--- config.mk ---
export PLATFORM = sky130hd
export DESIGN_NAME = irq_route_ctrl
export DESIGN_NICKNAME = d
export VERILOG_FILES = /design/src/rtl/irq_route_pkg.sv /design/src/rtl/irq_route_prio.sv /design/src/rtl/irq_route_table.sv /design/src/rtl/irq_route_arb.sv /design/src/rtl/irq_route_ctrl.sv
export SDC_FILE = /design/constraint.sdc
export NUM_CORES = 1
export LEC_CHECK = 0
export BUFFER_PORTS_ARGS = -buffer_cell sky130_fd_sc_hd__buf_2
export CAP_MARGIN = 20
export CORE_MARGIN = 1
export CORE_UTILIZATION = 29
export DETAILED_ROUTE_END_ITERATION = 7
export PLACE_DENSITY = 0.58
export SLEW_MARGIN = 10
export SYNTH_ARGS = -nofsm -noshare
export SYNTH_HDL_FRONTEND = slang
export SYNTH_SLANG_ARGS = --single-unit
--- constraint.sdc ---
create_clock -name clk -period 2.15 [get_ports clk]
set_input_delay 0.3225 -clock clk [delete_from_list [all_inputs] [get_ports clk]]
set_output_delay 0.3225 -clock clk [all_outputs]
set_load 0.005 [all_outputs]
--- src/rtl/irq_route_pkg.sv ---
package irq_route_pkg;

    typedef enum logic [0:0] {
        ARB_IDLE = 1'b0,
        ARB_SEND = 1'b1
    } arb_state_e;

    localparam int unsigned MASK_BIT    = 2;
    localparam int unsigned CLR_BIT     = 1;
    localparam int unsigned PEND_BIT    = 0;
    localparam int unsigned CPU_LSB     = 8;
    localparam int unsigned VEC_LSB     = 0;
    localparam int unsigned ENTRY_SHIFT = 3;

endpackage

--- src/rtl/irq_route_prio.sv ---
module irq_route_prio #(
    parameter int unsigned N  = 8,
    parameter int unsigned IW = $clog2(N)
) (
    input  logic [N-1:0]  req,
    output logic          any,
    output logic [IW-1:0] pick
);

    always_comb begin
        any  = |req;
        pick = '0;
        for (int i = N - 1; i >= 0; i--) begin
            if (req[i]) begin
                pick = IW'(i);
            end
        end
    end

endmodule

--- src/rtl/irq_route_table.sv ---
module irq_route_table
    import irq_route_pkg::*;
#(
    parameter int unsigned N      = 8,
    parameter int unsigned CPU_W  = 5,
    parameter int unsigned VEC_W  = 6,
    parameter int unsigned DATA_W = 16,
    parameter int unsigned ADDR_W = 8,
    parameter int unsigned IW     = $clog2(N)
) (
    input  logic              clk,
    input  logic              rst_n,
    input  logic [N-1:0]      irq_in,
    input  logic              bus_valid,
    input  logic              bus_write,
    input  logic [ADDR_W-1:0] bus_addr,
    input  logic [DATA_W-1:0] bus_wdata,
    input  logic [IW-1:0]     sel_idx,
    output logic [N-1:0]      accept,
    output logic              rsp_valid,
    output logic              rsp_err,
    output logic [DATA_W-1:0] rsp_rdata,
    output logic [CPU_W-1:0]  sel_cpu,
    output logic [VEC_W-1:0]  sel_vec,
    output logic [N-1:0]      mask_o,
    output logic [N-1:0]      pend_o
);

    localparam int unsigned REGION = N * (1 << ENTRY_SHIFT);
    localparam int unsigned SPAN   = 2 * REGION;

    logic [CPU_W-1:0]  cpu_q [N];
    logic [VEC_W-1:0]  vec_q [N];
    logic [N-1:0]      mask_q;
    logic [N-1:0]      pend_q;

    logic              aligned;
    logic              in_range;
    logic              hit;
    logic              is_ctl;
    logic [ADDR_W-1:0] off;
    logic [IW-1:0]     idx;
    logic              do_wr;
    logic [DATA_W-1:0] rd_word;

    always_comb begin
        aligned  = (bus_addr[ENTRY_SHIFT-1:0] == '0);
        in_range = (32'(bus_addr) < 32'(SPAN));
        hit      = aligned && in_range;
        is_ctl   = (32'(bus_addr) >= 32'(REGION));
        off      = is_ctl ? ADDR_W'(32'(bus_addr) - 32'(REGION)) : bus_addr;
        idx      = off[ENTRY_SHIFT +: IW];
        do_wr    = bus_valid && bus_write && hit;
        if (is_ctl) begin
            rd_word = '0;
            rd_word[MASK_BIT] = mask_q[idx];
            rd_word[PEND_BIT] = pend_q[idx];
        end else begin
            rd_word = (DATA_W'(cpu_q[idx]) << CPU_LSB) | (DATA_W'(vec_q[idx]) << VEC_LSB);
        end
    end

    for (genvar g = 0; g < N; g++) begin : g_accept
        assign accept[g] = irq_in[g] & ~mask_q[g];
    end

    always_ff @(posedge clk) begin
        if (!rst_n) begin
            for (int i = 0; i < N; i++) begin
                cpu_q[i] <= '0;
                vec_q[i] <= '0;
            end
            mask_q <= '1;
            pend_q <= '0;
        end else begin
            for (int i = 0; i < N; i++) begin
                if (do_wr && !is_ctl && (idx == IW'(i))) begin
                    cpu_q[i] <= bus_wdata[CPU_LSB +: CPU_W];
                    vec_q[i] <= bus_wdata[VEC_LSB +: VEC_W];
                end
                if (accept[i]) begin
                    mask_q[i] <= 1'b1;
                    pend_q[i] <= 1'b1;
                end else if (do_wr && is_ctl && (idx == IW'(i))) begin
                    mask_q[i] <= bus_wdata[MASK_BIT];
                    if (bus_wdata[CLR_BIT]) begin
                        pend_q[i] <= 1'b0;
                    end
                end
            end
        end
    end

    always_ff @(posedge clk) begin
        if (!rst_n) begin
            rsp_valid <= 1'b0;
            rsp_err   <= 1'b0;
            rsp_rdata <= '0;
        end else begin
            rsp_valid <= bus_valid;
            rsp_err   <= bus_valid && !hit;
            rsp_rdata <= (bus_valid && !bus_write && hit) ? rd_word : '0;
        end
    end

    assign sel_cpu = cpu_q[sel_idx];
    assign sel_vec = vec_q[sel_idx];
    assign mask_o  = mask_q;
    assign pend_o  = pend_q;

endmodule

--- src/rtl/irq_route_arb.sv ---
module irq_route_arb
    import irq_route_pkg::*;
#(
    parameter int unsigned N  = 8,
    parameter int unsigned IW = $clog2(N)
) (
    input  logic          clk,
    input  logic          rst_n,
    input  logic [N-1:0]  accept,
    output logic          post_valid,
    output logic [IW-1:0] gnt_idx
);

    arb_state_e    state_q;
    arb_state_e    state_d;
    logic [N-1:0]  req_q;
    logic [N-1:0]  clr;
    logic [IW-1:0] gnt_q;
    logic          any;
    logic [IW-1:0] pick;

    irq_route_prio #(.N(N), .IW(IW)) u_prio (
        .req  (req_q),
        .any  (any),
        .pick (pick)
    );

    always_comb begin
        clr = '0;
        if (any) begin
            clr[pick] = 1'b1;
        end
        state_d = state_q;
        unique case (state_q)
            ARB_IDLE: state_d = any ? ARB_SEND : ARB_IDLE;   // grant / wait
            ARB_SEND: state_d = any ? ARB_SEND : ARB_IDLE;   // chain / drain
            default:  state_d = ARB_IDLE;
        endcase
    end

    always_ff @(posedge clk) begin
        if (!rst_n) begin
            state_q <= ARB_IDLE;
            req_q   <= '0;
            gnt_q   <= '0;
        end else begin
            state_q <= state_d;
            req_q   <= (req_q & ~clr) | accept;
            if (any) begin
                gnt_q <= pick;
            end
        end
    end

    always_comb begin
        post_valid = (state_q == ARB_SEND);
        gnt_idx    = gnt_q;
    end

endmodule

--- src/rtl/irq_route_ctrl.sv ---
module irq_route_ctrl #(
    parameter int unsigned NUM_SRC = 8,
    parameter int unsigned CPU_W   = 5,
    parameter int unsigned VEC_W   = 6,
    parameter int unsigned DATA_W  = 16,
    parameter int unsigned ADDR_W  = 8
) (
    input  logic               clk,
    input  logic               rst_n,
    input  logic [NUM_SRC-1:0] irq_in,
    input  logic               bus_valid,
    input  logic               bus_write,
    input  logic [ADDR_W-1:0]  bus_addr,
    input  logic [DATA_W-1:0]  bus_wdata,
    output logic               rsp_valid,
    output logic               rsp_err,
    output logic [DATA_W-1:0]  rsp_rdata,
    output logic               post_valid,
    output logic [CPU_W-1:0]   post_cpu,
    output logic [VEC_W-1:0]   post_vec
);

    localparam int unsigned IW = $clog2(NUM_SRC);

    logic [NUM_SRC-1:0] accept;
    logic [IW-1:0]      gnt_idx;
    logic [NUM_SRC-1:0] src_mask;
    logic [NUM_SRC-1:0] src_pend;

    irq_route_table #(
        .N(NUM_SRC), .CPU_W(CPU_W), .VEC_W(VEC_W),
        .DATA_W(DATA_W), .ADDR_W(ADDR_W), .IW(IW)
    ) u_table (
        .clk       (clk),
        .rst_n     (rst_n),
        .irq_in    (irq_in),
        .bus_valid (bus_valid),
        .bus_write (bus_write),
        .bus_addr  (bus_addr),
        .bus_wdata (bus_wdata),
        .sel_idx   (gnt_idx),
        .accept    (accept),
        .rsp_valid (rsp_valid),
        .rsp_err   (rsp_err),
        .rsp_rdata (rsp_rdata),
        .sel_cpu   (post_cpu),
        .sel_vec   (post_vec),
        .mask_o    (src_mask),
        .pend_o    (src_pend)
    );

    irq_route_arb #(.N(NUM_SRC), .IW(IW)) u_arb (
        .clk        (clk),
        .rst_n      (rst_n),
        .accept     (accept),
        .post_valid (post_valid),
        .gnt_idx    (gnt_idx)
    );

endmodule

# Word-level counts from Yosys, hierarchy flattened
# Memories as Yosys holds them, arrays and structs flattened. A register that Yosys moved wholly into a read port is not among the register bits.
# Index checks and enable logic that the tools add are counted.
dict set report word_totals {
  inputBits 36
  mem_bits_rw 88
  regBits 43
  elab_cells 221
  n_memories 2
}
dict set report op_classes {
  addsub 1
  order_cmp 5
  bitwise_logic 38
  n_mux 80
  n_eq_ne 7
  n_reduce_logical 65
}
# name depth width read_ports rd_ports_with_merged_regs wr line_no
set memory_table {}
lappend memory_table {u_table.vec_q 8 6 2 1 8 irq_route_table.sv:33} ;# logic [VEC_W-1:0] vec_q [N];
lappend memory_table {u_table.cpu_q 8 5 2 1 8 irq_route_table.sv:32} ;# logic [CPU_W-1:0] cpu_q [N];
# cell n
set op_table {}
lappend op_table {{two-way mux 6 bit} 9}
lappend op_table {{two-way mux 1 bit} 46}
lappend op_table {{two-way mux 5 bit} 8}
lappend op_table {{two-way mux 3 bit} 13}
lappend op_table {{nonzero test 2 bit} 16}
lappend op_table {{logical AND 1 bit} 25}
lappend op_table {{AND reduction 2 bit} 9}
lappend op_table {{OR 1 bit} 16}
lappend op_table {{OR reduction 2 bit} 8}
lappend op_table {{OR 13 x 6 -> 13 bit} 1}
lappend op_table {{== test 3 bit, second input constant} 4}
lappend op_table {{NOT 1 bit} 10}
lappend op_table {{bitwise AND 1 bit} 8}
lappend op_table {{bitwise AND 8 bit} 1}
lappend op_table {{>= comparator 8 x 7 -> 1 bit, second input constant} 1}
lappend op_table {{< comparator 3 x 4 -> 1 bit, second input constant} 2}
lappend op_table {{< comparator 8 bit, second input constant} 1}
lappend op_table {{two-way mux 8 bit} 1}
lappend op_table {{NOT 8 bit} 1}
lappend op_table {{OR 8 bit} 1}
lappend op_table {{OR reduction 8 bit} 1}
lappend op_table {{binary-select mux 1 bit (select 3 bit)} 2}
lappend op_table {{== test 3 x 2 -> 1 bit, second input constant} 2}
lappend op_table {{logical NOT 3 bit} 2}
lappend op_table {{6 further kinds} 8}

# Longest topological paths before layout
# Gate-level depths: netlist of the first run.
dict set report logic_depth {
  ltp_word 16
  depth_mapped 6
  mapped_depth_nobuf 4
}

# Modules after synthesis
# A second synthesis of the first run with hierarchy kept.
dict set report unflattened {
  hier_cells 479
  area_unflattened_um2 6212.2
}
# module seq_area_each_um2 cells_each area_each_um2 instances
set by_module_without_submodules {}
lappend by_module_without_submodules {irq_route_table 3223.1 414 5627.9 1}
lappend by_module_without_submodules {irq_route_arb 240.2 52 503.0 1}
lappend by_module_without_submodules {irq_route_prio 0.0 13 81.3 1}

# Worst setup path before layout of the first run
# No wires, ideal clock.
dict set report synth_path {
  path_kind {input to register}
  startpoint {input port bus_addr[1]}
  endpoint {memory u_table.cpu_q[0][0], enable pin}
  arrival_ns 1.823
  slack_ns -0.018
  path_buffers 1
  stages 5
  cell_sequence {or4_4 -> nor4_1 -> nand2_1 -> buf_2 -> nand2_1}
}
# item line_no
set synth_lines {}
lappend synth_lines {{from (decl)} irq_route_ctrl.sv:13} ;# input logic [ADDR_W-1:0] bus_addr,
lappend synth_lines {{to (decl)} irq_route_table.sv:32}

==> results of run 1 <==
[per-layer routing]
layer  wire [µm]  global-route usage, %  vias to the layer above
li1            -                      -                     1953
met1        6800                   20.0                     2169
met2        8280                   26.8                      104
met3         710                   2.75                       16
met4         212                   5.36                        0
met5           0                      0                        -
[kinds of logic after synthesis]
logic type             count (synthesis)
AND/OR/NAND/NOR                      178
buffers and inverters                 58
flip-flops                           132
multiplexers                          62
AO/OA/AOI/OAI                         53
other                                  1
[stage by stage]
step	instances	worst slack [ps]	instance area [µm²]	setup TNS (ps)
2_1_floorplan	488	88.1	6180	0
3_3_place_gp	815	-54.1	7040	-1610
3_5_place_dp	815	-45.4	7040	-1330
4_1_cts	850	-143	7800	-1330
5_1_grt	850	-166	7830	-1610
6_report	850	-112	7830	-1000
[critical path, stage by stage (launching register included)]
cell and delay (ps):
sky130_fd_sc_hd__dfxtp_4 370, sky130_fd_sc_hd__buf_12 120, sky130_fd_sc_hd__buf_16 130, sky130_fd_sc_hd__mux4_2 500, sky130_fd_sc_hd__mux2_4 280, sky130_fd_sc_hd__buf_6 110
[power by group through the flow]
| stage | sequential (mW) | clock (mW) | combinational [mW] |
|---|---|---|---|
| CTS | 2.85 | 3.02 | 0.455 |
| detailed placement | 2.91 | 0 | 0.436 |
| floorplan | 2.89 | 0 | 0.261 |
| global placement | 2.90 | 0 | 0.432 |
| global route | 2.87 | 3.13 | 0.491 |
| finish | 2.86 | 2.98 | 0.455 |
[final timing paths]
check / from / to
max: flip-flop / post_cpu[4]
max reg2reg: u_arb.req_q[3] / flip-flop
min reg2reg: u_table.pend_o[0] / u_table.pend_o[0]
min: rst_n / u_table.rsp_valid
[sequential cells by signal (all words and copies together) (netlist names), named ones only]
name and count:
u_table.rsp_valid 1, u_arb.post_valid 1, u_arb.req_q 8, u_table.rsp_rdata 11, u_table.mask_o 8, u_table.vec_q 48, u_arb.gnt_idx 3, u_table.cpu_q 40
u_table.pend_o 8, u_table.rsp_err 1
[cells in the final DEF, fill, tap and decap left out, types with 3 or more instances in the layout]
cell                         netlist  final
sky130_fd_sc_hd__clkbuf_16         0     17
sky130_fd_sc_hd__nand4_1           6      6
sky130_fd_sc_hd__a221o_1           5      5
sky130_fd_sc_hd__conb_1            1      5
sky130_fd_sc_hd__mux2i_1           3      3
sky130_fd_sc_hd__mux2_4            0     10
sky130_fd_sc_hd__inv_6             0      3
sky130_fd_sc_hd__buf_4             5     26
sky130_fd_sc_hd__and3_1            7      7
sky130_fd_sc_hd__clkinvlp_4        0      4
sky130_fd_sc_hd__nand3_1           4      4
sky130_fd_sc_hd__buf_12            0     12
sky130_fd_sc_hd__a21oi_1          17     17
sky130_fd_sc_hd__nor2_1           77     76
sky130_fd_sc_hd__mux4_2           48     48
sky130_fd_sc_hd__nand2_2           0      3
sky130_fd_sc_hd__edfxtp_1         88     88
sky130_fd_sc_hd__bufinv_16         0      3
sky130_fd_sc_hd__nand2_1          59     56
sky130_fd_sc_hd__o21ai_0          12     12
sky130_fd_sc_hd__a41oi_1           7      7
sky130_fd_sc_hd__nand2b_1         11     11
sky130_fd_sc_hd__dfxtp_1          44     43
sky130_fd_sc_hd__inv_1            23     23
sky130_fd_sc_hd__buf_2            15     45
sky130_fd_sc_hd__buf_6             0     10
[timing repair]
| item | CTS | global route |
|---|---|---|
| gates resized for setup | 20 | 4 |
| buffers inserted | 1 | 0 |
| gates cloned | 2 | 0 |
| endpoints found under the setup margin | 11 | 11 |
| hold buffers | 0 | 0 |
[cell type report]
cell class              count  area (µm²)
clock inverters            15         180
well taps                 270         338
inverters                  23        86.3
clock buffers              17         425
multi-input cells         298        2440
repair buffers             95         828
flip-flops and latches    132        3530
fillers                  1941       12700
==> results by group, run 1 <==
Cells and area
  • Syn-to-layout area delta: 27.1%
  • Net total in the final layout: 603
  • Share of layout cells above drive strength 1: 33.8%
  • Share of the core filled with cells: 38.2%
  • # diodes: 0

Yosys
  • Largest family of logic cells by synthesized area: multiplexers
  • Synth cell types: 40
  • Ys flop type: sky130_fd_sc_hd__edfxtp_1
  • Cell count after synthesis: 484
  • Commonest cells in the synthesized netlist: 88 x sky130_fd_sc_hd__edfxtp_1, 77 x sky130_fd_sc_hd__nor2_1, 59 x sky130_fd_sc_hd__nand2_1
  • Warning count from the yosys run: 0
  • Most frequent cell after synthesis: sky130_fd_sc_hd__edfxtp_1
  • Largest cells by area after synthesis: sky130_fd_sc_hd__edfxtp_1 43%, sky130_fd_sc_hd__mux4_2 18%, sky130_fd_sc_hd__dfxtp_1 14%, sky130_fd_sc_hd__nor2_1 4.7%, sky130_fd_sc_hd__nand2_1 3.6%
  • Area leader, netlist: sky130_fd_sc_hd__edfxtp_1
  • Post-Synth Simple-Gate Area: approximately 13%
  • Count of flip-flops with a built-in enable after synthesis: approximately 90
  • Share of cell area taken by muxes after synthesis: 20.1%
  • Portion of the post-synthesis area used by sequential elements: roughly 57%
  • Area share of fa/ha/maj cells after synthesis: 0%
  • Combined area of all synthesized cells: 6160 µm²
  • Asr flop ratio synth: 0%
  • Yosys reg bits: approximately 130
  • Synthesized-area fraction occupied by ao, oa, aoi and oai cells: 5.81%
  • Area share of the largest cell type after synthesis: 42.9%
  • Avg Synthesized Cell Area: 12.7 µm²
  • Share of the synthesized netlist area taken by xor and xnor gates: 0%

Clock tree
  • TritonCTS clock tree: yes
  • Clock latency on the worst-skew pair: 420 ps
  • Number of sinks handled by clock tree synthesis: about 130
  • Clock input transition at the sequential cells of the worst setup and hold paths: around 60 ps
  • CTS Buf Count: 17
  • Maximum root-to-sink buffer count: 2
  • CTS H-Tree Depth: 4
  • Clock root buffer: sky130_fd_sc_hd__clkbuf_16

Global routing
  • Pin count of the biggest net entering global routing: 34
  • Total congestion overflow after global routing: 0
  • Vias in the first global route: approximately 4.5k
  • Global-route wire length before repair: 25.3 mm
  • Total Routing Usage GR: ~16%
  • Antenna violations before repair: 0

Placement
  • Placer Congestion: 0.839
  • Number of port buffers: 55
  • Half-perimeter wire length of the detailed placement result: ~11 mm

Pwr
  • Power per unit of standard cell area: 804 nW/µm²
  • VDD IR max: 0.459 mV
  • Combinational share of power: 7.2%
  • Sequential cell fraction of total power: 45.4%
  • Total net switching power: approximately 1.4 mW
  • Pint: 4.87 mW
  • Fraction of power spent switching nets: 22.6%
  • Overall Power: roughly 6.3 mW
  • Pleak: 2.96 nW
  • Clock power share: between 40% and 50%

Timing
  • Setup repair after global routing missed its margin: yes
  • Fin Clk Skew: 7.49 ps
  • Worst relative slew slack: 61.4%
  • Fraction of the cycle the final worst path needs: 105%
  • Post-route worst hold slack: 173 ps
  • Highest attainable clock frequency: 442 MHz
  • Final hold violation count: 0
  • Transition time at the pin with the least slew margin: 579 ps
  • Final count of negative-setup-slack endpoints: 11
  • Max Slew Vio Count: 0
  • Time the worst path needs with I/O delays and setup: 2260 ps
  • Crit path setup slack, layout: -112 ps

Worst setup path
  • Startpoint class of the critical path: flip-flop
  • Critical path capture point type: primary output
  • Crit-path max FO: 6
  • Depth of the worst register-to-register path: 4
  • Kind of critical path: reg2out
  • Data required time of the worst path: 1830 ps
  • Worst-case register-to-register setup slack: 590 ps
  • Critical path arrival: 1940 ps

Run
  • Maxcap violations: 0

Floorplan
  • Core area: 20500 µm²
  • Row count: 52
  • Die width: 148 µm
  • Total I/O pin count: 66
  • Vertical die dimension: ~150 µm
  • Die Area: 21800 µm²
  • Initial Utilization: 30.0%

Detailed routing
  • Number of violations reported at the end of detailed-routing iteration 0: 335
  • ANT nets after route: 0
  • Avg WL per Cell: 18.8 µm
  • Router iterations before antenna repair: 5
  • Vias per cell: around 5.0
  • Vias post-DR: 4242
  • Number of remaining DRC errors: 0
  • Final WL: 16.0 mm

Hold path
  • Number of instances on the worst hold path: 3
  • Worst hold-check path type: in2reg

Status
  • Result of the run: complete, but fails checks
  • Violations in the final reports: setup timing
Power figures use the tool's default switching activity.
==> run 2, diff against run 1 <==
CORE_MARGIN = 5   (was 1)
REMOVE_ABC_BUFFERS = 1   (was not set)
==> run 2 against run 1 <==
Effect of this change:
- the run still ends with setup timing left
- sequential cell count stayed put
- maximum frequency is 1.9% lower
- clock power is 4% lower
- non-clock buffer count is 7 higher
- sequential power hardly changed
- critical path depth is 1 lower
- combinational power is 1% higher
- utilization is 0.89 points lower
- worst hold slack worse by 9.7 ps
- critical endpoint is now post_vec[2]
- largest power group is now registers
- highest routed layer unchanged
==> results by group, run 2 (synthesized netlist as in run 1, its figures left out) <==
Pwr
  • VDD IR max: 0.505 mV (was 0.459 mV)
  • Power per unit of standard cell area: 789 nW/µm² (was 804 nW/µm²)
  • Pleak: 2.98 nW (was 2.96 nW)

Timing
  • Fraction of the cycle the final worst path needs: 107% (was 105%)
  • Fin Clk Skew: 7.41 ps (was 7.49 ps)
  • Final count of negative-setup-slack endpoints: 11 (unchanged)
  • Time the worst path needs with I/O delays and setup: 2310 ps (was 2260 ps)
  • Transition time at the pin with the least slew margin: 594 ps (was 579 ps)
  • Total Neg Setup Slack: -1430 ps (was -1000 ps)
  • Max Slew Vio Count: 0 (unchanged)
  • Crit path setup slack, layout: -156 ps (was -112 ps)
  • Highest attainable clock frequency: 434 MHz (was 442 MHz)
  • Setup repair after global routing missed its margin: yes (unchanged)
  • Worst relative slew slack: 60.3% (was 61.4%)
  • Post-route worst hold slack: 164 ps (was 173 ps)
  • Final hold violation count: 0 (unchanged)

Cells and area
  • Syn-to-layout area delta: 26.9% (was 27.1%)
  • Filler cell count in the final layout: 2023 (was 1941)
  • Share of layout cells above drive strength 1: 32.7% (was 33.8%)
  • Biggest registers after layout: u_table.vec_q: 48 flops, u_table.cpu_q: 40 flops, u_table.rsp_rdata: 11 flops (unchanged)
  • Net total in the final layout: 610 (was 603)
  • Post-Layout Inst Area: 7810 µm² (was 7830 µm²)
  • Most common cell after layout, fill and taps aside: sky130_fd_sc_hd__edfxtp_1 (unchanged)
  • # diodes: 0 (unchanged)
  • Number of flip-flops in the largest register: 48 (unchanged)
  • Top library cells by usage in the layout, fill and taps aside: 88 x sky130_fd_sc_hd__edfxtp_1, 77 x sky130_fd_sc_hd__nor2_1, 59 x sky130_fd_sc_hd__nand2_1 (was 88 x sky130_fd_sc_hd__edfxtp_1, 76 x sky130_fd_sc_hd__nor2_1, 56 x sky130_fd_sc_hd__nand2_1)
  • Share of the core filled with cells: 37.3% (was 38.2%)
  • Largest reg by FF count: u_table.vec_q (unchanged)

Placement
  • Placer Congestion: 0.822 (was 0.839)
  • Area after DPL: 7060 µm² (was 7040 µm²)
  • Number of port buffers: 55 (unchanged)
  • Half-perimeter wire length of the detailed placement result: 11.6 mm (was 10.7 mm)

Worst setup path
  • Crit-path max FO: 6 (unchanged)
  • Kind of critical path: reg2out (unchanged)
  • Critical path arrival: 1980 ps (was 1940 ps)
  • Startpoint class of the critical path: flip-flop (unchanged)
  • Slowest-stage cell, CP: sky130_fd_sc_hd__mux4_2 (unchanged)
  • Data required time of the worst path: 1830 ps (about the same)
  • Cell-by-cell trace of the critical path: buf_12 -> mux4_2 -> mux2_2 -> buf_2 (was buf_12 -> buf_16 -> mux4_2 -> mux2_4 -> buf_6)
  • Critical path capture point type: primary output (unchanged)
  • CP peak stage delay: 520 ps (was 500 ps)

Floorplan
  • Die Area: 24200 µm² (was 21800 µm²)
  • Row count: 53 (was 52)
  • Total I/O pin count: 66 (unchanged)
  • Initial Utilization: 29.4% (was 30.0%)
  • Die width: 156 µm (was 148 µm)
  • Vertical die dimension: 156 µm (was 148 µm)
  • Core area: 21000 µm² (was 20500 µm²)

Status
  • Result of the run: complete, but fails checks (unchanged)
  • Violations in the final reports: setup timing (unchanged)

Global routing
  • Antenna violations before repair: 0 (unchanged)
  • Vias in the first global route: 4649 (was 4482)
  • Total congestion overflow after global routing: 0 (unchanged)
  • Global-route wire length before repair: 26.2 mm (was 25.3 mm)
  • Total Routing Usage GR: 14.4% (was 15.7%)
  • Pin count of the biggest net entering global routing: 23 (was 34)

Detailed routing
  • Vias post-DR: 4344 (was 4242)
  • Vias per cell: 5.04 (was 4.99)
  • Number of remaining DRC errors: 0 (unchanged)
  • Number of violations reported at the end of detailed-routing iteration 0: 420 (was 335)
  • Router iterations before antenna repair: 5 (unchanged)
  • Avg WL per Cell: 19.9 µm (was 18.8 µm)
  • Final WL: 17.2 mm (was 16.0 mm)
  • ANT nets after route: 0 (unchanged)

Clock tree
  • Total setup buffers inserted after CTS: 0 (was 1)
  • Maximum root-to-sink buffer count: 2 (unchanged)
  • Clock latency on the worst-skew pair: 410 ps (was 420 ps)
  • Clock root buffer: sky130_fd_sc_hd__clkbuf_16 (unchanged)
  • TritonCTS clock tree: yes (unchanged)
  • Clock input transition at the sequential cells of the worst setup and hold paths: 50 ps (was 60 ps)
  • CTS H-Tree Depth: 4 (unchanged)
  • Number of sinks handled by clock tree synthesis: 132 (unchanged)
  • CTS Buf Count: 17 (unchanged)

Run
  • Maxcap violations: 0 (unchanged)

Hold path
  • Worst hold-check path type: in2reg (unchanged)
[run 2: through the flow]
stage / worst slack, ps / instances / total power [mW]
after floorplan: -142 / 453 / 3.11
after global placement: 23.2 / 827 / 3.34
after detailed placement: 40.2 / 827 / 3.35
after CTS: -164 / 861 / 6.20
after global routing: -188 / 862 / 6.37
final: -156 / 862 / 6.17
[run 2: timing repair]
item | in CTS | in global routing
endpoints found under the setup margin | 11 | 11
resized for setup | 16 | 6
hold buffers | 0 | 0
cloned | 2 | 1
[run 2: critical path: cells and delay by family (launching register included)]
kind | cells | cell delay [ps]
mux | 2 | 810
flops | 1 | 450
buf+inv | 2 | 300
[run 2: final cells by class]
| type | instances | area, µm² | share of cell area [%] |
|---|---|---|---|
| Multi-Input combinational cell | 298 | 2430 | 31.0 |
| Sequential cell | 132 | 3530 | 45.1 |
| Tap cell | 275 | 344 | 4.40 |
| Clock inverter | 11 | 135 | 1.73 |
| Inverter | 23 | 86.3 | 1.10 |
| Timing Repair Buffer | 102 | 855 | 10.9 |
| Clock buffer | 21 | 440 | 5.64 |
[run 2: final timing paths]
| path | start | end | slack (ps) | cells after the start |
|---|---|---|---|---|
| worst max-delay path | flip-flop | post_vec[2] | -160 | 4 |
| worst min-delay path | bus_valid | u_table.rsp_valid | 160 | 3 |
| worst max register to register | u_arb.req_q[2] | flip-flop | 550 | 4 |
| worst min register to register | u_table.pend_o[0] | u_table.pend_o[0] | 470 | 2 |
[run 2: per-layer routing]
layer / global-route usage [%] / wire [µm] / vias up / share of wire [%]
met5: 0 / 0 / - / 0
met4: 4.84 / 349 / 0 / 2.0
li1: - / - / 1978 / -
met3: 3.50 / 1110 / 26 / 6.4
met1: 17.6 / 6980 / 2178 / 41
met2: 25.0 / 8750 / 162 / 51
[run 2: report_power, final]
group	internal (mW)	switching, mW	total, mW
Clock	1.81	1.04	2.85
Combinational	0.230	0.231	0.461
Sequential	2.81	0.0492	2.86
==> run 3, diff against run 2 <==
CORE_MARGIN = 1   (was 5)
MAX_ROUTING_LAYER = met4   (was not set)
==> run 3 against run 2 <==
Effect of this change:
- the run still ends with setup timing left
- first-iteration DRC count fell by 9.8%
- maximum frequency rose by 0.70%
- clock-buffer cell count rose by 1
- non-clock buffer count fell by 4
- utilization rose by 0.062 points
- critical path depth did not move
- wire length fell by 3.5%
- critical path type unchanged
- largest cell class unchanged
- highest routed layer unchanged
==> results by group, run 3 (synthesized netlist as in run 1, its figures left out) <==
Status
  • Result of the run: complete, but fails checks (unchanged)
  • Violations in the final reports: setup timing (unchanged)

Worst setup path
  • Slowest-stage cell, CP: sky130_fd_sc_hd__mux4_2 (unchanged)
  • Cell family with most CP delay: multiplexers (unchanged)
  • Startpoint class of the critical path: flip-flop (unchanged)
  • Critical path arrival: 1970 ps (was 1980 ps)
  • Critical path capture point type: primary output (unchanged)
  • Number of buffer and inverter instances along the worst setup path: 2 (unchanged)
  • CP peak stage delay: 540 ps (was 520 ps)
  • Kind of critical path: reg2out (unchanged)
  • Crit-path max FO: 6 (unchanged)
  • Cell-by-cell trace of the critical path: buf_12 -> mux4_2 -> mux2_4 -> buf_6 (was buf_12 -> mux4_2 -> mux2_2 -> buf_2)
  • Data required time of the worst path: 1830 ps (about the same)

Cells and area
  • # diodes: 0 (unchanged)
  • Largest reg by FF count: u_table.vec_q (unchanged)
  • Share of layout cells above drive strength 1: 33.1% (was 32.7%)
  • Post-Layout Inst Area: 7650 µm² (was 7810 µm²)
  • Most common cell after layout, fill and taps aside: sky130_fd_sc_hd__edfxtp_1 (unchanged)
  • Syn-to-layout area delta: 24.3% (was 26.9%)
  • Biggest registers after layout: u_table.vec_q: 48 flops, u_table.cpu_q: 40 flops, u_table.rsp_rdata: 11 flops (unchanged)
  • Net total in the final layout: 606 (was 610)
  • Top library cells by usage in the layout, fill and taps aside: 88 x sky130_fd_sc_hd__edfxtp_1, 77 x sky130_fd_sc_hd__nor2_1, 59 x sky130_fd_sc_hd__nand2_1 (unchanged)
  • Number of flip-flops in the largest register: 48 (unchanged)
  • Filler cell count in the final layout: 2015 (was 2023)

Timing
  • Crit path setup slack, layout: -140 ps (was -156 ps)
  • Setup repair after global routing missed its margin: yes (unchanged)
  • Max Slew Vio Count: 0 (unchanged)
  • Final hold violation count: 0 (unchanged)
  • Time the worst path needs with I/O delays and setup: 2290 ps (was 2310 ps)
  • Highest attainable clock frequency: 437 MHz (was 434 MHz)
  • Fin Clk Skew: 7.35 ps (was 7.41 ps)
  • Final count of negative-setup-slack endpoints: 11 (unchanged)
  • Fraction of the cycle the final worst path needs: 107% (about the same)

Pwr
  • Overall Power: 6.05 mW (was 6.17 mW)
  • VDD IR max: 0.583 mV (was 0.505 mV)
  • Power per unit of standard cell area: 790 nW/µm² (was 789 nW/µm²)
  • Pleak: 2.92 nW (was 2.98 nW)

Global routing
  • Total congestion overflow after global routing: 0 (unchanged)
  • Pin count of the biggest net entering global routing: 34 (was 23)
  • Total Routing Usage GR: 16.6% (was 14.4%)
  • Global-route wire length before repair: 25.7 mm (was 26.2 mm)
  • Vias in the first global route: 4520 (was 4649)
  • Antenna violations before repair: 0 (unchanged)

Detailed routing
  • Number of remaining DRC errors: 0 (unchanged)
  • Vias per cell: 5.02 (was 5.04)
  • Router iterations before antenna repair: 4 (was 5)
  • Met1 routed wirelength after detailed routing: 6.94 mm (was 6.98 mm)
  • Highest metal layer used by the detailed router: met4 (unchanged)
  • ANT nets after route: 0 (unchanged)
  • Detailed route wirelength on metal3: 794 µm (was 1.11 mm)
  • Number of violations reported at the end of detailed-routing iteration 0: 379 (was 420)
  • Detailed route wirelength on metal2: 8.50 mm (was 8.75 mm)
  • Final WL: 16.6 mm (was 17.2 mm)
  • Avg WL per Cell: 19.4 µm (was 19.9 µm)
  • Vias post-DR: 4280 (was 4344)

Placement
  • Number of port buffers: 55 (unchanged)
  • Half-perimeter wire length of the detailed placement result: 10.9 mm (was 11.6 mm)
  • Area after DPL: 6970 µm² (was 7060 µm²)
  • Placer Congestion: 0.800 (was 0.822)

Clock tree
  • Clock input transition at the sequential cells of the worst setup and hold paths: 60 ps (was 50 ps)
  • Maximum root-to-sink buffer count: 2 (unchanged)
  • Total setup buffers inserted after CTS: 0 (unchanged)
  • Clock root buffer: sky130_fd_sc_hd__clkbuf_16 (unchanged)
  • TritonCTS clock tree: yes (unchanged)
  • CTS Buf Count: 17 (unchanged)
  • Number of sinks handled by clock tree synthesis: 132 (unchanged)
  • Clock latency on the worst-skew pair: 420 ps (was 410 ps)
  • CTS H-Tree Depth: 4 (unchanged)

Floorplan
  • Core area: 20500 µm² (was 21000 µm²)
  • Row count: 52 (was 53)
  • Die width: 148 µm (was 156 µm)
  • Vertical die dimension: 148 µm (was 156 µm)
  • Initial Utilization: 30.0% (was 29.4%)
  • Total I/O pin count: 66 (unchanged)
  • Die Area: 21800 µm² (was 24200 µm²)

Run
  • Maxcap violations: 0 (unchanged)

Hold path
  • Worst hold-check path type: in2reg (unchanged)
[run 3: power breakdown]
part | switching [mW] | internal (mW)
registers | 0.0469 | 2.81
clock network | 1.09 | 1.67
logic | 0.226 | 0.213
total | 1.36 | 4.69
[run 3: layout make-up]
type	instances	area [µm²]	area share (%)
clock buffers	22	474	6.19
clock inverters	10	81.3	1.06
inverters	23	86.3	1.13
multi-input cells	298	2420	31.6
flip-flops and latches	132	3530	46.1
well taps	270	338	4.41
repair buffers	98	729	9.53
[run 3: worst paths after layout]
path	startpoint	endpoint	slack, ps	cells after the start
max reg2reg	u_arb.req_q[3]	flip-flop	610	4
max	flip-flop	post_cpu[1]	-140	4
min reg2reg	u_arb.req_q[1]	u_arb.req_q[1]	490	2
min	rst_n	u_table.rsp_valid	140	3
[run 3: timing repair]
action | CTS | global route
resized for setup | 9 | 8
hold buffers | 0 | 0
cloned | 1 | 1
setup endpoints to repair | 11 | 11
[run 3: layer usage]
layer / vias to the layer above / GRT usage (%)
met2: 141 / 27.7
li1: 1954 / -
met3: 27 / 3.67
met4: 0 / 6.60
met1: 2158 / 19.4
met5: - / -
[run 3: worst register-to-register path: cells and delay by family, from the launching register on]
kind             cells  cell delay [ps]
AND/OR/NAND/NOR      3              960
AO/OA/AOI/OAI        1              180
flip-flops           1              330
[run 3: through the flow]
| stage | hold slack (ps) | util [%] | cells | worst slack (ps) | TNS (ps) |
|---|---|---|---|---|---|
| finish | 143 | 37.4 | 853 | -140 | -1140 |
| global route | 193 | 37.4 | 853 | -178 | -1770 |
| CTS | 128 | 37.0 | 852 | -164 | -1630 |
| detailed placement | 486 | 34.0 | 819 | -103 | -2560 |
| global placement | 477 | 34.0 | 819 | -120 | -3240 |
| floorplan | 394 | - | 453 | -142 | -7680 |
